`config.mk`:
```
export PLATFORM = sky130hd
export DESIGN_NAME = twi_rx_slave
export DESIGN_NICKNAME = d
export VERILOG_FILES = /design/src/rtl/twi_rx_pkg.sv /design/src/rtl/twi_line_filter.sv /design/src/rtl/twi_cond_detect.sv /design/src/rtl/twi_byte_engine.sv /design/src/rtl/twi_rx_slave.sv
export SDC_FILE = /design/constraint.sdc
export NUM_CORES = 1
export LEC_CHECK = 0
export BUFFER_PORTS_ARGS = -buffer_cell sky130_fd_sc_hd__buf_2
export CAP_MARGIN = 20
export CORE_MARGIN = 2
export CORE_UTILIZATION = 30
export DETAILED_ROUTE_END_ITERATION = 8
export PLACE_DENSITY_LB_ADDON = 0.25
export SLEW_MARGIN = 5
export SYNTH_ARGS = -nofsm -noshare
export SYNTH_HDL_FRONTEND = slang
export SYNTH_SLANG_ARGS = --single-unit
```
`constraint.sdc`:
```
create_clock -name clk -period 3.4 [get_ports clk]
set_input_delay 0.17 -clock clk [delete_from_list [all_inputs] [get_ports clk]]
set_output_delay 0.17 -clock clk [all_outputs]
set_load 0.02 [all_outputs]
```
`src/rtl/twi_rx_pkg.sv`:
```
package twi_rx_pkg;

  typedef enum logic [1:0] {
    ST_IDLE,
    ST_ADDR,
    ST_DATA,
    ST_SKIP
  } twi_state_e;

  localparam logic [2:0] TWI_PREFIX = 3'b010;

  // Own 7-bit address from the straps and the strap mode.
  function automatic logic [6:0] twi_own_addr(input logic [3:0] strap,
                                              input logic       two_strap);
    logic [3:0] low;
    low = two_strap ? {2'b11, strap[1:0]} : strap;
    return {TWI_PREFIX, low};
  endfunction

  // An address byte is accepted when its upper seven bits match and the
  // direction bit asks for a write.
  function automatic logic twi_addr_hit(input logic [7:0] rx_byte,
                                        input logic [6:0] own);
    return (rx_byte[7:1] == own) && !rx_byte[0];
  endfunction

endpackage

```
`src/rtl/twi_line_filter.sv`:
```
module twi_line_filter #(
  parameter int STABLE_CYCLES = 10
) (
  input  logic clk,
  input  logic rst_n,
  input  logic line_i,
  output logic line_o
);
  localparam int CNT_W = $clog2(STABLE_CYCLES + 1);
  localparam logic [CNT_W-1:0] CNT_LAST = CNT_W'(STABLE_CYCLES - 1);

  logic [1:0]       sync_q;
  logic [CNT_W-1:0] diff_cnt;
  logic             sync_w;

  assign sync_w = sync_q[1];

  always_ff @(posedge clk or negedge rst_n) begin
    if (!rst_n) begin
      sync_q   <= 2'b11;
      diff_cnt <= '0;
      line_o   <= 1'b1;
    end else begin
      sync_q <= {sync_q[0], line_i};
      if (sync_w == line_o) begin
        diff_cnt <= '0;
      end else if (diff_cnt == CNT_LAST) begin
        line_o   <= sync_w;
        diff_cnt <= '0;
      end else begin
        diff_cnt <= diff_cnt + 1'b1;
      end
    end
  end

  // the filtered line only ever moves to the synchronised value
  assert_filter_follows_R9: assert property (@(posedge clk) disable iff (!rst_n)
    (line_o != $past(line_o)) |-> ($past(sync_w) == line_o));

  assert_filter_count_bound_R9: assert property (@(posedge clk) disable iff (!rst_n)
    diff_cnt < CNT_W'(STABLE_CYCLES));

endmodule

```
`src/rtl/twi_cond_detect.sv`:
```
module twi_cond_detect (
  input  logic clk,
  input  logic rst_n,
  input  logic scl_f_i,
  input  logic sda_f_i,
  output logic start_o,
  output logic stop_o,
  output logic scl_rise_o,
  output logic scl_fall_o
);
  logic scl_q;
  logic sda_q;

  always_ff @(posedge clk or negedge rst_n) begin
    if (!rst_n) begin
      scl_q <= 1'b1;
      sda_q <= 1'b1;
    end else begin
      scl_q <= scl_f_i;
      sda_q <= sda_f_i;
    end
  end

  // SDA moving while SCL is held high marks a frame boundary
  assign start_o    = scl_f_i && scl_q && sda_q && !sda_f_i;
  assign stop_o     = scl_f_i && scl_q && !sda_q && sda_f_i;
  assign scl_rise_o = scl_f_i && !scl_q;
  assign scl_fall_o = !scl_f_i && scl_q;

endmodule

```
`src/rtl/twi_byte_engine.sv`:
```
module twi_byte_engine
  import twi_rx_pkg::*;
#(
  parameter int IDX_W = 4
) (
  input  logic             clk,
  input  logic             rst_n,
  input  logic             start_i,
  input  logic             stop_i,
  input  logic             scl_rise_i,
  input  logic             scl_fall_i,
  input  logic             scl_f_i,
  input  logic             sda_f_i,
  input  logic [6:0]       own_addr_i,
  output logic             sda_oe_o,
  output logic             rx_valid_o,
  output logic [7:0]       rx_data_o,
  output logic [IDX_W-1:0] rx_index_o,
  output logic             stop_o,
  output logic             abort_o,
  output logic [2:0]       end_bits_o,
  output logic             addressed_o
);
  localparam logic [3:0] ACK_SLOT = 4'd8;
  localparam logic [3:0] LAST_BIT = 4'd7;

  twi_state_e       state;
  logic [3:0]       bit_cnt;
  logic             bit_pend;
  logic [7:0]       shreg;
  logic [IDX_W-1:0] next_idx;
  logic             in_frame;
  logic [2:0]       partial_w;
  logic             byte_done_w;
  logic             ack_done_w;

  assign in_frame    = (state == ST_ADDR) || (state == ST_DATA);
  assign partial_w   = (bit_cnt == ACK_SLOT) ? 3'd0 : bit_cnt[2:0];
  assign byte_done_w = in_frame && scl_fall_i && bit_pend && (bit_cnt == LAST_BIT);
  assign ack_done_w  = in_frame && scl_fall_i && bit_pend && (bit_cnt == ACK_SLOT);

  always_ff @(posedge clk or negedge rst_n) begin
    if (!rst_n) begin
      state       <= ST_IDLE;
      bit_cnt     <= '0;
      bit_pend    <= 1'b0;
      shreg       <= '0;
      next_idx    <= '0;
      sda_oe_o    <= 1'b0;
      rx_valid_o  <= 1'b0;
      rx_data_o   <= '0;
      rx_index_o  <= '0;
      stop_o      <= 1'b0;
      abort_o     <= 1'b0;
      end_bits_o  <= '0;
      addressed_o <= 1'b0;
    end else begin
      rx_valid_o <= 1'b0;
      stop_o     <= 1'b0;
      abort_o    <= 1'b0;
      if (start_i) begin
        if (addressed_o) begin
          abort_o    <= 1'b1;
          end_bits_o <= partial_w;
        end
        state       <= ST_ADDR;
        bit_cnt     <= '0;
        bit_pend    <= 1'b0;
        next_idx    <= '0;
        sda_oe_o    <= 1'b0;
        addressed_o <= 1'b0;
      end else if (stop_i) begin
        if (addressed_o) begin
          stop_o     <= 1'b1;
          end_bits_o <= partial_w;
        end
        state       <= ST_IDLE;
        bit_cnt     <= '0;
        bit_pend    <= 1'b0;
        sda_oe_o    <= 1'b0;
        addressed_o <= 1'b0;
      end else if (in_frame) begin
        if (scl_rise_i) begin
          bit_pend <= 1'b1;
          if (bit_cnt < ACK_SLOT) shreg <= {shreg[6:0], sda_f_i};
        end else if (ack_done_w) begin
          bit_pend <= 1'b0;
          sda_oe_o <= 1'b0;
          bit_cnt  <= '0;
        end else if (byte_done_w) begin
          bit_pend <= 1'b0;
          if (state == ST_ADDR) begin
            if (twi_addr_hit(shreg, own_addr_i)) begin
              state       <= ST_DATA;
              addressed_o <= 1'b1;
              sda_oe_o    <= 1'b1;
              bit_cnt     <= ACK_SLOT;
            end else begin
              state   <= ST_SKIP;
              bit_cnt <= '0;
            end
          end else begin
            rx_valid_o <= 1'b1;
            rx_data_o  <= shreg;
            rx_index_o <= next_idx;
            next_idx   <= next_idx + 1'b1;
            sda_oe_o   <= 1'b1;
            bit_cnt    <= ACK_SLOT;
          end
        end else if (scl_fall_i && bit_pend) begin
          bit_pend <= 1'b0;
          bit_cnt  <= bit_cnt + 1'b1;
        end
      end
    end
  end

  // the line is pulled only in the acknowledge slot of an addressed frame
  assert_ack_in_slot_R4: assert property (@(posedge clk) disable iff (!rst_n)
    sda_oe_o |-> (addressed_o && (bit_cnt == ACK_SLOT)));

  // the enable rises only while SCL is low
  assert_oe_rise_scl_low_R10: assert property (@(posedge clk) disable iff (!rst_n)
    $rose(sda_oe_o) |-> !scl_f_i);

  // the enable falls only while SCL is low, unless a START or STOP released it
  assert_oe_fall_scl_low_R10: assert property (@(posedge clk) disable iff (!rst_n)
    ($fell(sda_oe_o) && !$past(start_i) && !$past(stop_i)) |-> !scl_f_i);

  assert_valid_addressed_R5: assert property (@(posedge clk) disable iff (!rst_n)
    rx_valid_o |-> addressed_o);

  assert_stop_addressed_R6: assert property (@(posedge clk) disable iff (!rst_n)
    stop_o |-> ($past(addressed_o) && !addressed_o));

  assert_abort_addressed_R7: assert property (@(posedge clk) disable iff (!rst_n)
    abort_o |-> ($past(addressed_o) && (state == ST_ADDR)));

  assert_single_event_R8: assert property (@(posedge clk) disable iff (!rst_n)
    $onehot0({rx_valid_o, stop_o, abort_o}));

endmodule

```
`src/rtl/twi_rx_slave.sv`:
```
module twi_rx_slave
  import twi_rx_pkg::*;
#(
  parameter int FILT_CYCLES = 10,
  parameter int IDX_W       = 4
) (
  input  logic             clk,
  input  logic             rst_n,
  input  logic             scl_i,
  input  logic             sda_i,
  input  logic [3:0]       strap_i,
  input  logic             two_strap_i,
  output logic             sda_oe_o,
  output logic             rx_valid_o,
  output logic [7:0]       rx_data_o,
  output logic [IDX_W-1:0] rx_index_o,
  output logic             stop_o,
  output logic             abort_o,
  output logic [2:0]       end_bits_o,
  output logic             addressed_o
);
  localparam int N_LINES = 2;

  logic [N_LINES-1:0] raw_w;
  logic [N_LINES-1:0] filt_w;
  logic start_w, stop_w, scl_rise_w, scl_fall_w;
  logic [6:0] own_addr_w;

  assign raw_w      = {sda_i, scl_i};
  assign own_addr_w = twi_own_addr(strap_i, two_strap_i);

  for (genvar g = 0; g < N_LINES; g++) begin : g_filt
    twi_line_filter #(.STABLE_CYCLES(FILT_CYCLES)) filt_i (
      .clk    (clk),
      .rst_n  (rst_n),
      .line_i (raw_w[g]),
      .line_o (filt_w[g])
    );
  end

  twi_cond_detect det_i (
    .clk        (clk),
    .rst_n      (rst_n),
    .scl_f_i    (filt_w[0]),
    .sda_f_i    (filt_w[1]),
    .start_o    (start_w),
    .stop_o     (stop_w),
    .scl_rise_o (scl_rise_w),
    .scl_fall_o (scl_fall_w)
  );

  twi_byte_engine #(.IDX_W(IDX_W)) eng_i (
    .clk         (clk),
    .rst_n       (rst_n),
    .start_i     (start_w),
    .stop_i      (stop_w),
    .scl_rise_i  (scl_rise_w),
    .scl_fall_i  (scl_fall_w),
    .scl_f_i     (filt_w[0]),
    .sda_f_i     (filt_w[1]),
    .own_addr_i  (own_addr_w),
    .sda_oe_o    (sda_oe_o),
    .rx_valid_o  (rx_valid_o),
    .rx_data_o   (rx_data_o),
    .rx_index_o  (rx_index_o),
    .stop_o      (stop_o),
    .abort_o     (abort_o),
    .end_bits_o  (end_bits_o),
    .addressed_o (addressed_o)
  );

endmodule

```
==> flow_metrics.env, run 1 <==
export IMPL_syn2layout_area_growth_pct=15.3
export IMPL_root_buffer="clkbuf_8"
export IMPL_cp_start_kind="flip-flop"
export IMPL_avgSynthCellArea_um2=11.8
export IMPL_use_met2=0.177
export IMPL_antenna_found_initial=0
export IMPL_die_area_um2=8710
export IMPL_grt_use_total=0.111
export IMPL_cts_tree="built"
export IMPL_h_tree_depth=2
export IMPL_post_route_util=0.357
export IMPL_yosysWarnings=0
export IMPL_die_w_um=93.3
export IMPL_cts_sinks=55
export IMPL_peakVddDrop_mv=0.176
export IMPL_period_minus_slack_ns=2.23
export IMPL_ctsLongestPathBuffers=2
export IMPL_fin_skew_ns=0.0107
export IMPL_status="finished clean"
export IMPL_clock_fmax_mhz=449
export IMPL_grt_pass1_wl_um=7640
export IMPL_ctsResizeCount=0
export IMPL_rrSetupSlack_ns=1.17
export IMPL_drt_pre_antenna_iters=4
export IMPL_syn_num_nets=217
export IMPL_ys_seq_area_frac=0.579
export IMPL_grt_overflow=0
export IMPL_cts_setup_buffers=0
export IMPL_vias=1579
export IMPL_end_kind="flip-flop"
export IMPL_stdcell_count=341
export IMPL_critPathMaxFanout=18
export IMPL_nets=253
export IMPL_top_usage_layer="met2"
export IMPL_synth_top_cell_area_share=0.491
export IMPL_n_antenna_cell=0
export IMPL_final_common_cell="dfrtp_1"
export IMPL_fill_cells=802
export IMPL_hp_class="flip-flop to flip-flop"
export IMPL_p_leak_nw=1.32
export IMPL_mostFrequentLayoutCells="47 x dfrtp_1, 28 x buf_2, 22 x mux2_2"
export IMPL_drcViolationCount=0
export IMPL_wl_um=4250
export IMPL_synth_seq_cells=55
export IMPL_syn_inst=202
export IMPL_wl_per_cell_um=12.5
export IMPL_fin_ws_ns=1.17
export IMPL_grt_pass1_vias=1610
export IMPL_port_buffers=28
export IMPL_initial_utilization=0.310
export IMPL_worstPathArrival_ns=2.43
export IMPL_row_count=32
export IMPL_cts_hold_buf=3
export IMPL_crit_required_ns=3.60
export IMPL_ant_nets=0
export IMPL_synth_cell_types=37
export IMPL_cts_clk_slew_worst_paths_ns=0.10
export IMPL_yosys_top_cells_area="dfrtp_1 49%, mux2_2 10%, dfstp_2 8.8%"
export IMPL_grt_max_degree=38
export IMPL_syn_cell_area_um2=2390
export IMPL_ios=29
export IMPL_power_per_cell_area_nw_per_um2=419
export IMPL_rsz0062_at_grt="false"
export IMPL_drtIter0Drc=62
export IMPL_via_per_inst=4.63
export IMPL_crit_type="flip-flop to flip-flop"
export IMPL_placed_cells=330
export IMPL_clock_latency_ns=0.30
export IMPL_met1_usage=0.147
export IMPL_numCtsBuffers=5
export IMPL_drive_above_1_share=0.297
export IMPL_period_share=0.655
export IMPL_worst_pin_slew_ns=0.956
export IMPL_slew_violations=0
export IMPL_die_height_um=93.3
export IMPL_routabilityCongestion=0.702
export IMPL_dpl_hpwl_um=3000
export IMPL_timing_final_hold_violations=0
export IMPL_place_ws_ns=1.17
export IMPL_core_um2=7730
export IMPL_timing_setup_tns_ns=0
export IMPL_setup_viol=0
export IMPL_max_cap_viol_count=0
export IMPL_use_met3=0.0306
export IMPL_yosysTopAreaCell="dfrtp_1"
export IMPL_slew_limit_headroom=0.361
-- state kept, by name (all words and copies together), names as in the netlist --
name                    cells
eng_i.end_bits_o            3
g_filt.filt_i.line_o        2
eng_i.abort_o               1
eng_i.next_idx              4
det_i.scl_q                 1
eng_i.bit_cnt               4
g_filt.filt_i.diff_cnt      8
eng_i.sda_oe_o              1
eng_i.rx_index_o            4
det_i.sda_q                 1
eng_i.rx_data_o             8
eng_i.stop_o                1
eng_i.state                 2
g_filt.filt_i.sync_q        4
eng_i.rx_valid_o            1
eng_i.shreg                 8
eng_i.bit_pend              1
eng_i.addressed_o           1
-- Yosys cell counts (all sizes together) --
library cell / count
inv: 10
mux2: 22
a211oi: 1
nand2: 20
nor2: 18
a22o: 1
dfstp: 8
nor3: 3
nand4bb: 1
ha: 6
a31oi: 2
nor2b: 1
nor4: 1
o21ai: 12
buf: 4
a21o: 2
a22oi: 1
mux2i: 1
nor3b: 2
and3: 1
xor2: 7
o22ai: 1
nand3b: 4
or4b: 1
nand2b: 2
a21oi: 8
dfrtp: 47
xnor2: 4
or3: 1
nand4: 2
o32ai: 1
nand3: 6
nor4b: 1
-- final timing paths --
path	from	end	depth (start not counted)
hold / removal	g_filt[1].filt_i.sync_q[0]	g_filt[1].filt_i.sync_q[1]	0
hold reg to reg	g_filt[1].filt_i.sync_q[0]	g_filt[1].filt_i.sync_q[1]	0
max in group asynchronous	rst_n	g_filt[0].filt_i.line_o	3
min in group asynchronous	rst_n	eng_i.bit_cnt[3]	2
setup / recovery	eng_i.state[0]	eng_i.rx_data_o[3]	5
setup reg to reg	eng_i.state[0]	eng_i.rx_data_o[3]	5
-- through the flow --
step           hold WS [ns]  power [mW]  instance area (um2)
2_1_floorplan        -0.126       0.778                 2390
3_3_place_gp          0.278       0.810                 2640
3_5_place_dp          0.278       0.814                 2640
4_1_cts               0.365        1.18                 2760
5_1_grt               0.368        1.22                 2760
6_report              0.363        1.16                 2760
-- cell type report --
| class | instances | area, um2 | area share |
|---|---|---|---|
| clock inverters | 2 | 12.5 | 0.00454 |
| inverters | 10 | 37.5 | 0.0136 |
| multi-input cells | 133 | 937 | 0.340 |
| well taps | 102 | 128 | 0.0463 |
| flip-flops and latches | 55 | 1390 | 0.502 |
| repair buffers | 33 | 185 | 0.0671 |
| clock buffers | 6 | 72.6 | 0.0263 |
-- cells by family (layout without fill, tap and decap cells) --
group | after synthesis | after routing | share of synthesized area
compound gates | 29 | 29 | 0.0742
mux | 23 | 23 | 0.108
buf+inv | 14 | 51 | 0.0293
fa+ha+maj | 6 | 6 | 0.0314
flops | 55 | 55 | 0.579
simple gates | 64 | 64 | 0.138
xor+xnor | 11 | 11 | 0.0402
-- critical path: stages (launching register included) --
cell and delay, ns:
dfrtp_1 0.39, ha_1 0.35, nand4bb_1 0.47, nor3_4 0.27
buf_4 0.27, mux2_2 0.36
-- layer usage --
metal  wire length (um)  vias to the layer above
met5                  0                        -
met4                 26                        0
met3                152                        2
met2               1930                       27
met1               2140                      781
li1                   -                      769
-- report_power, final --
part | internal [mW] | switching [mW] | leakage, nW
combinational | 0.0404 | 0.0446 | 0.564
sequential | 0.685 | 0.0325 | 0.719
clock | 0.145 | 0.209 | 0.0412
total | 0.870 | 0.286 | 1.32
(Power assumes the default switching activity.)
==> run 2, diff against run 1 <==
ABC_AREA = 1   (was unset)
clock period = 2.1 ns   (was 3.4 ns; I/O delays follow)
==> flow_metrics.env, run 2 <==
export IMPL_syn_cell_area_um2=2510
export IMPL_h_tree_depth=2
export IMPL_dpl_hpwl_um=3200
export IMPL_clock_latency_ns=0.31
export IMPL_fill_cells=859
export IMPL_numCtsBuffers=5
export IMPL_mostFrequentLayoutCells="50 x nand2_1, 47 x dfrtp_1, 32 x inv_1"
export IMPL_drt_pre_antenna_iters=4
export IMPL_crit_type="flip-flop to flip-flop"
export IMPL_drive_above_1_share=0.276
export IMPL_synth_edff_count=0
export IMPL_peakVddDrop_mv=0.279
export IMPL_wl_per_cell_um=10.6
export IMPL_root_buffer="clkbuf_8"
export IMPL_max_cap_viol_count=0
export IMPL_drtIter0Drc=82
export IMPL_fin_skew_ns=0.0160
export IMPL_clock_fmax_mhz=576
export IMPL_ios=29
export IMPL_multi_input_area_um2=935
export IMPL_cts_sinks=55
export IMPL_cts_tree="built"
export IMPL_worstPathArrival_ns=1.95
export IMPL_port_buffers=28
export IMPL_slew_violations=0
export IMPL_power_per_cell_area_nw_per_um2=713
export IMPL_synth_most_common_cell="nand2_1"
export IMPL_timing_final_hold_violations=0
export IMPL_crit_required_ns=2.31
export IMPL_wl_met1_um=2000
export IMPL_regArea_um2=1390
export IMPL_critPathMaxFanout=16
export IMPL_p_leak_nw=1.44
export IMPL_die_area_um2=9110
export IMPL_core_um2=8180
export IMPL_syn_inst=257
export IMPL_synth_cell_types=32
export IMPL_rsz0062_at_grt="false"
export IMPL_yosysTopAreaCell="dfrtp_1"
export IMPL_die_height_um=95.5
export IMPL_grt_use_total=0.107
export IMPL_hp_class="input port to flip-flop"
export IMPL_avgSynthCellArea_um2=9.77
export IMPL_via_per_inst=4.25
export IMPL_grt_pass1_vias=1626
export IMPL_grt_max_degree=32
export IMPL_ant_nets=0
export IMPL_yosys_top_cells_area="dfrtp_1 47%, dfstp_2 8.4%, nand2_1 7.5%"
export IMPL_switching_power_mw=0.508
export IMPL_final_common_cell="nand2_1"
export IMPL_period_minus_slack_ns=1.74
export IMPL_synth_top_cell_area_share=0.469
export IMPL_pwr_share_clk=0.337
export IMPL_routabilityCongestion=0.700
export IMPL_p_sw_frac=0.246
export IMPL_syn_num_nets=272
export IMPL_wl_met3_um=143
export IMPL_ctsLongestPathBuffers=2
export IMPL_cp_start_kind="flip-flop"
export IMPL_syn2layout_area_growth_pct=15.5
export IMPL_grt_overflow=0
export IMPL_synth_seq_cells=55
export IMPL_slew_limit_headroom=0.612
export IMPL_drcViolationCount=0
export IMPL_status="finished clean"
export IMPL_n_antenna_cell=0
export IMPL_row_count=33
export IMPL_cts_clk_slew_worst_paths_ns=0.10
export IMPL_end_kind="flip-flop"
export IMPL_worst_pin_slew_ns=0.581
export IMPL_setup_viol=0
export IMPL_top_regs="eng_i.rx_data_o: 8 flops, eng_i.shreg: 8 flops, g_filt.filt_i.diff_cnt: 8 flops"
export IMPL_antenna_found_initial=0
export IMPL_dr_wl_met2_um=2030
export IMPL_timing_setup_tns_ns=0
export IMPL_ys_seq_area_frac=0.552
export IMPL_power_mw=2.07
export IMPL_synthTopCellsByCount="50 x nand2_1, 47 x dfrtp_1, 32 x inv_1"
export IMPL_p_int_mw=1.56
export IMPL_postSynth_asyncResetShare=1.00
export IMPL_power_frac_comb=0.090
export IMPL_grt_pass1_wl_um=7560
export IMPL_die_w_um=95.5
export IMPL_synthFlopType="dfrtp_1"
export IMPL_initial_utilization=0.307
export IMPL_wl_um=4250
export IMPL_top_layer_used="met4"
export IMPL_power_frac_seq=0.573
export IMPL_vias=1694
export IMPL_nets=308
export IMPL_yosysWarnings=0
export IMPL_period_share=0.827
## run 2: power groups by stage
stage | clock [mW] | sequential, mW | combinational [mW]
after floorplan | 0 | 1.20 | 0.116
final | 0.698 | 1.18 | 0.186
after detailed placement | 0 | 1.21 | 0.187
after global placement | 0 | 1.21 | 0.188
after global routing | 0.782 | 1.20 | 0.221
after CTS | 0.735 | 1.19 | 0.192
## run 2: worst paths after layout
kind                                                 start                           end  slack (ns)  cells after the start
worst min-delay path                            strap_i[0]             eng_i.addressed_o        0.22                      6
max in group asynchronous                            rst_n                eng_i.shreg[5]        1.20                      3
worst max register to register              eng_i.state[0]                eng_i.shreg[4]        0.36                      4
worst min register to register  g_filt[0].filt_i.sync_q[0]    g_filt[0].filt_i.sync_q[1]        0.36                      0
min in group asynchronous                            rst_n  g_filt[1].filt_i.diff_cnt[3]        0.33                      2
worst max-delay path                        eng_i.state[0]                eng_i.shreg[4]        0.36                      4
## run 2: cells by family (layout without fill, tap and decap cells)
kind of cell / count (synthesis) / after routing / share of synthesized area
simple gates: 102 / 102 / 0.195
flops: 55 / 55 / 0.552
compound gates: 46 / 46 / 0.120
buf+inv: 40 / 77 / 0.0753
xor+xnor: 8 / 8 / 0.0279
fa+ha+maj: 6 / 6 / 0.0299
## run 2: routing by layer
layer,vias up,GRT usage
li1,882,-
met1,789,0.135
met2,17,0.177
met3,6,0.0285
met4,0,0.0417
met5,-,0
## run 2: layout make-up
type                    instances  share of cell area
clock buffers                   5              0.0237
clock inverters                 3              0.0151
inverters                      37              0.0496
multi-input cells             162               0.322
flip-flops and latches         55               0.478
well taps                     105              0.0453
repair buffers                 32              0.0656
## run 2: what timing repair did
item,in CTS,in global routing
hold buffers,3,0
setup buffers,0,0
resized for setup,0,0
endpoints found under the hold margin,18,0
## run 2: critical path: stages (launching register included)
cell and delay (ns):
dfrtp_1 0.40, ha_1 0.39, inv_1 0.10, nand4_1 0.42, o21ai_0 0.33
## run 2: per-stage QoR
stage                     instance area (um2)  setup slack [ns]  instances  utilization  hold WS, ns
after global placement                   2760             0.407        388        0.337        0.149
after CTS                                2900             0.342        399        0.355        0.214
after detailed placement                 2760             0.362        388        0.337        0.142
after floorplan                          2510             0.571        257            -       -0.191
final                                    2900             0.363        399        0.355        0.218
after global routing                     2900             0.144        399        0.355        0.247
==> run 3, diff against run 2 <==
clock period = 1.6 ns   (was 2.1 ns; I/O delays follow)
==> flow_metrics.env, run 3 (synthesized netlist as in run 2, its figures left out) <==
export IMPL_critPathMaxFanout=8
export IMPL_crit_top_cell="nand2_2"
export IMPL_worstPathArrival_ns=1.71
export IMPL_cts_tree="built"
export IMPL_top_regs="eng_i.rx_data_o: 8 flops, eng_i.shreg: 8 flops, g_filt.filt_i.diff_cnt: 8 flops"
export IMPL_crit_type="flip-flop to flip-flop"
export IMPL_hp_class="input port to flip-flop"
export IMPL_vias=1726
export IMPL_antenna_found_initial=0
export IMPL_dpl_hpwl_um=3240
export IMPL_initial_utilization=0.307
export IMPL_slew_violations=0
export IMPL_max_cap_viol_count=0
export IMPL_mostFrequentLayoutCells="49 x nand2_1, 47 x dfrtp_1, 31 x inv_1"
export IMPL_final_common_cell="nand2_1"
export IMPL_slowest_stage="dfstp_2"
export IMPL_drt_pre_antenna_iters=4
export IMPL_dpl_instance_area_um2=2790
export IMPL_p_leak_nw=1.49
export IMPL_clock_fmax_mhz=680
export IMPL_ant_nets=0
export IMPL_drcViolationCount=0
export IMPL_row_count=33
export IMPL_status="finished clean"
export IMPL_h_tree_depth=2
export IMPL_timing_final_hold_violations=0
export IMPL_root_buffer="clkbuf_8"
export IMPL_grt_use_total=0.110
export IMPL_numCtsBuffers=5
export IMPL_syn2layout_area_growth_pct=18.5
export IMPL_die_height_um=95.5
export IMPL_worst_pin_slew_ns=0.529
export IMPL_path_cells="nand2_1 > inv_2 > nand2_2 > nand2_2 > inv_4 > o21ai_4 > nand2_2 > a22oi_1"
export IMPL_multi_input_area_um2=950
export IMPL_power_per_cell_area_nw_per_um2=898
export IMPL_fin_area_um2=2970
export IMPL_ios=29
export IMPL_nets=317
export IMPL_cp_slowest_stage_delay_ns=0.58
export IMPL_core_um2=8180
export IMPL_ctsLongestPathBuffers=2
export IMPL_rr_worst_depth=8
export IMPL_placed_cells=392
export IMPL_cp_start_kind="flip-flop"
export IMPL_worst_hold_path_num_cells=6
export IMPL_fin_skew_ns=0.0135
export IMPL_peakVddDrop_mv=0.370
export IMPL_clock_latency_ns=0.32
export IMPL_fill_cells=850
export IMPL_grt_pass1_wl_um=7720
export IMPL_crit_required_ns=1.84
export IMPL_period_share=0.919
export IMPL_period_minus_slack_ns=1.47
export IMPL_wl_per_cell_um=10.7
export IMPL_cts_clk_slew_worst_paths_ns=0.11
export IMPL_power_mw=2.67
export IMPL_die_w_um=95.5
export IMPL_grt_max_degree=35
export IMPL_end_kind="flip-flop"
export IMPL_setup_viol=0
export IMPL_rsz0062_at_grt="false"
export IMPL_slew_limit_headroom=0.647
export IMPL_routabilityCongestion=0.782
export IMPL_cts_sinks=55
export IMPL_die_area_um2=9110
export IMPL_regArea_um2=1390
export IMPL_n_antenna_cell=0
export IMPL_grt_pass1_vias=1700
export IMPL_timing_setup_tns_ns=0
export IMPL_stdcell_count=408
export IMPL_drtIter0Drc=102
export IMPL_port_buffers=28
export IMPL_grt_overflow=0
export IMPL_drive_above_1_share=0.307
export IMPL_via_per_inst=4.23
export IMPL_wl_um=4370
run 3: routing by layer:
metal | up-vias | GRT usage | share of wire
met4 | 0 | 0.0393 | 0.015
met1 | 797 | 0.142 | 0.48
li1 | 902 | - | -
met5 | - | 0 | 0
met3 | 4 | 0.0285 | 0.034
met2 | 23 | 0.177 | 0.47
run 3: area by class of cell:
class / instances / share of cell area
inverters: 37 / 0.0501
multi-input cells: 162 / 0.319
clock inverters: 3 / 0.0105
repair buffers: 41 / 0.0867
well taps: 105 / 0.0442
clock buffers: 5 / 0.0231
flip-flops and latches: 55 / 0.466
run 3: report_power, final:
| part | leakage [nW] | switching, mW | internal, mW | total [mW] |
|---|---|---|---|---|
| Sequential | 0.713 | 0.0690 | 1.49 | 1.55 |
| Combinational | 0.723 | 0.156 | 0.116 | 0.271 |
| Clock | 0.0522 | 0.509 | 0.334 | 0.843 |
run 3: worst paths after layout:
kind	slack (ns)	startpoint	endpoint
worst max register to register	0.13	g_filt[0].filt_i.line_o	eng_i.bit_cnt[2]
max in group asynchronous	0.77	rst_n	eng_i.bit_cnt[3]
worst min register to register	0.36	g_filt[1].filt_i.sync_q[0]	g_filt[1].filt_i.sync_q[1]
min in group asynchronous	0.27	rst_n	g_filt[1].filt_i.diff_cnt[3]
worst min-delay path	0.18	strap_i[0]	eng_i.addressed_o
worst max-delay path	0.13	g_filt[0].filt_i.line_o	eng_i.bit_cnt[2]
run 3: what timing repair did:
action	in CTS	in global routing
hold buffers	3	0
setup buffers	0	5
gates resized for setup	1	6
pin swaps	0	4
hold endpoints to repair	15	0
setup endpoints to repair	1	10
run 3: per-stage QoR:
| step | setup WS, ns | hold slack (ns) | utilization |
|---|---|---|---|
| 5_1_grt | 0.00424 | 0.181 | 0.364 |
| 4_1_cts | 0.0165 | 0.174 | 0.358 |
| 3_5_place_dp | 0.0119 | 0.0871 | 0.341 |
| 3_3_place_gp | 0.0764 | 0.0875 | 0.341 |
| 2_1_floorplan | 0.0708 | -0.216 | - |
| 6_report | 0.129 | 0.182 | 0.364 |
run 3: worst max-delay path, delay by kind of cell, from the launching register on:
kind	cells	cell delay [ns]
DFF	1	0.58
and+or+nand+nor	4	0.40
AOI/OAI and AO/OA	2	0.28
buffers and inverters	2	0.14
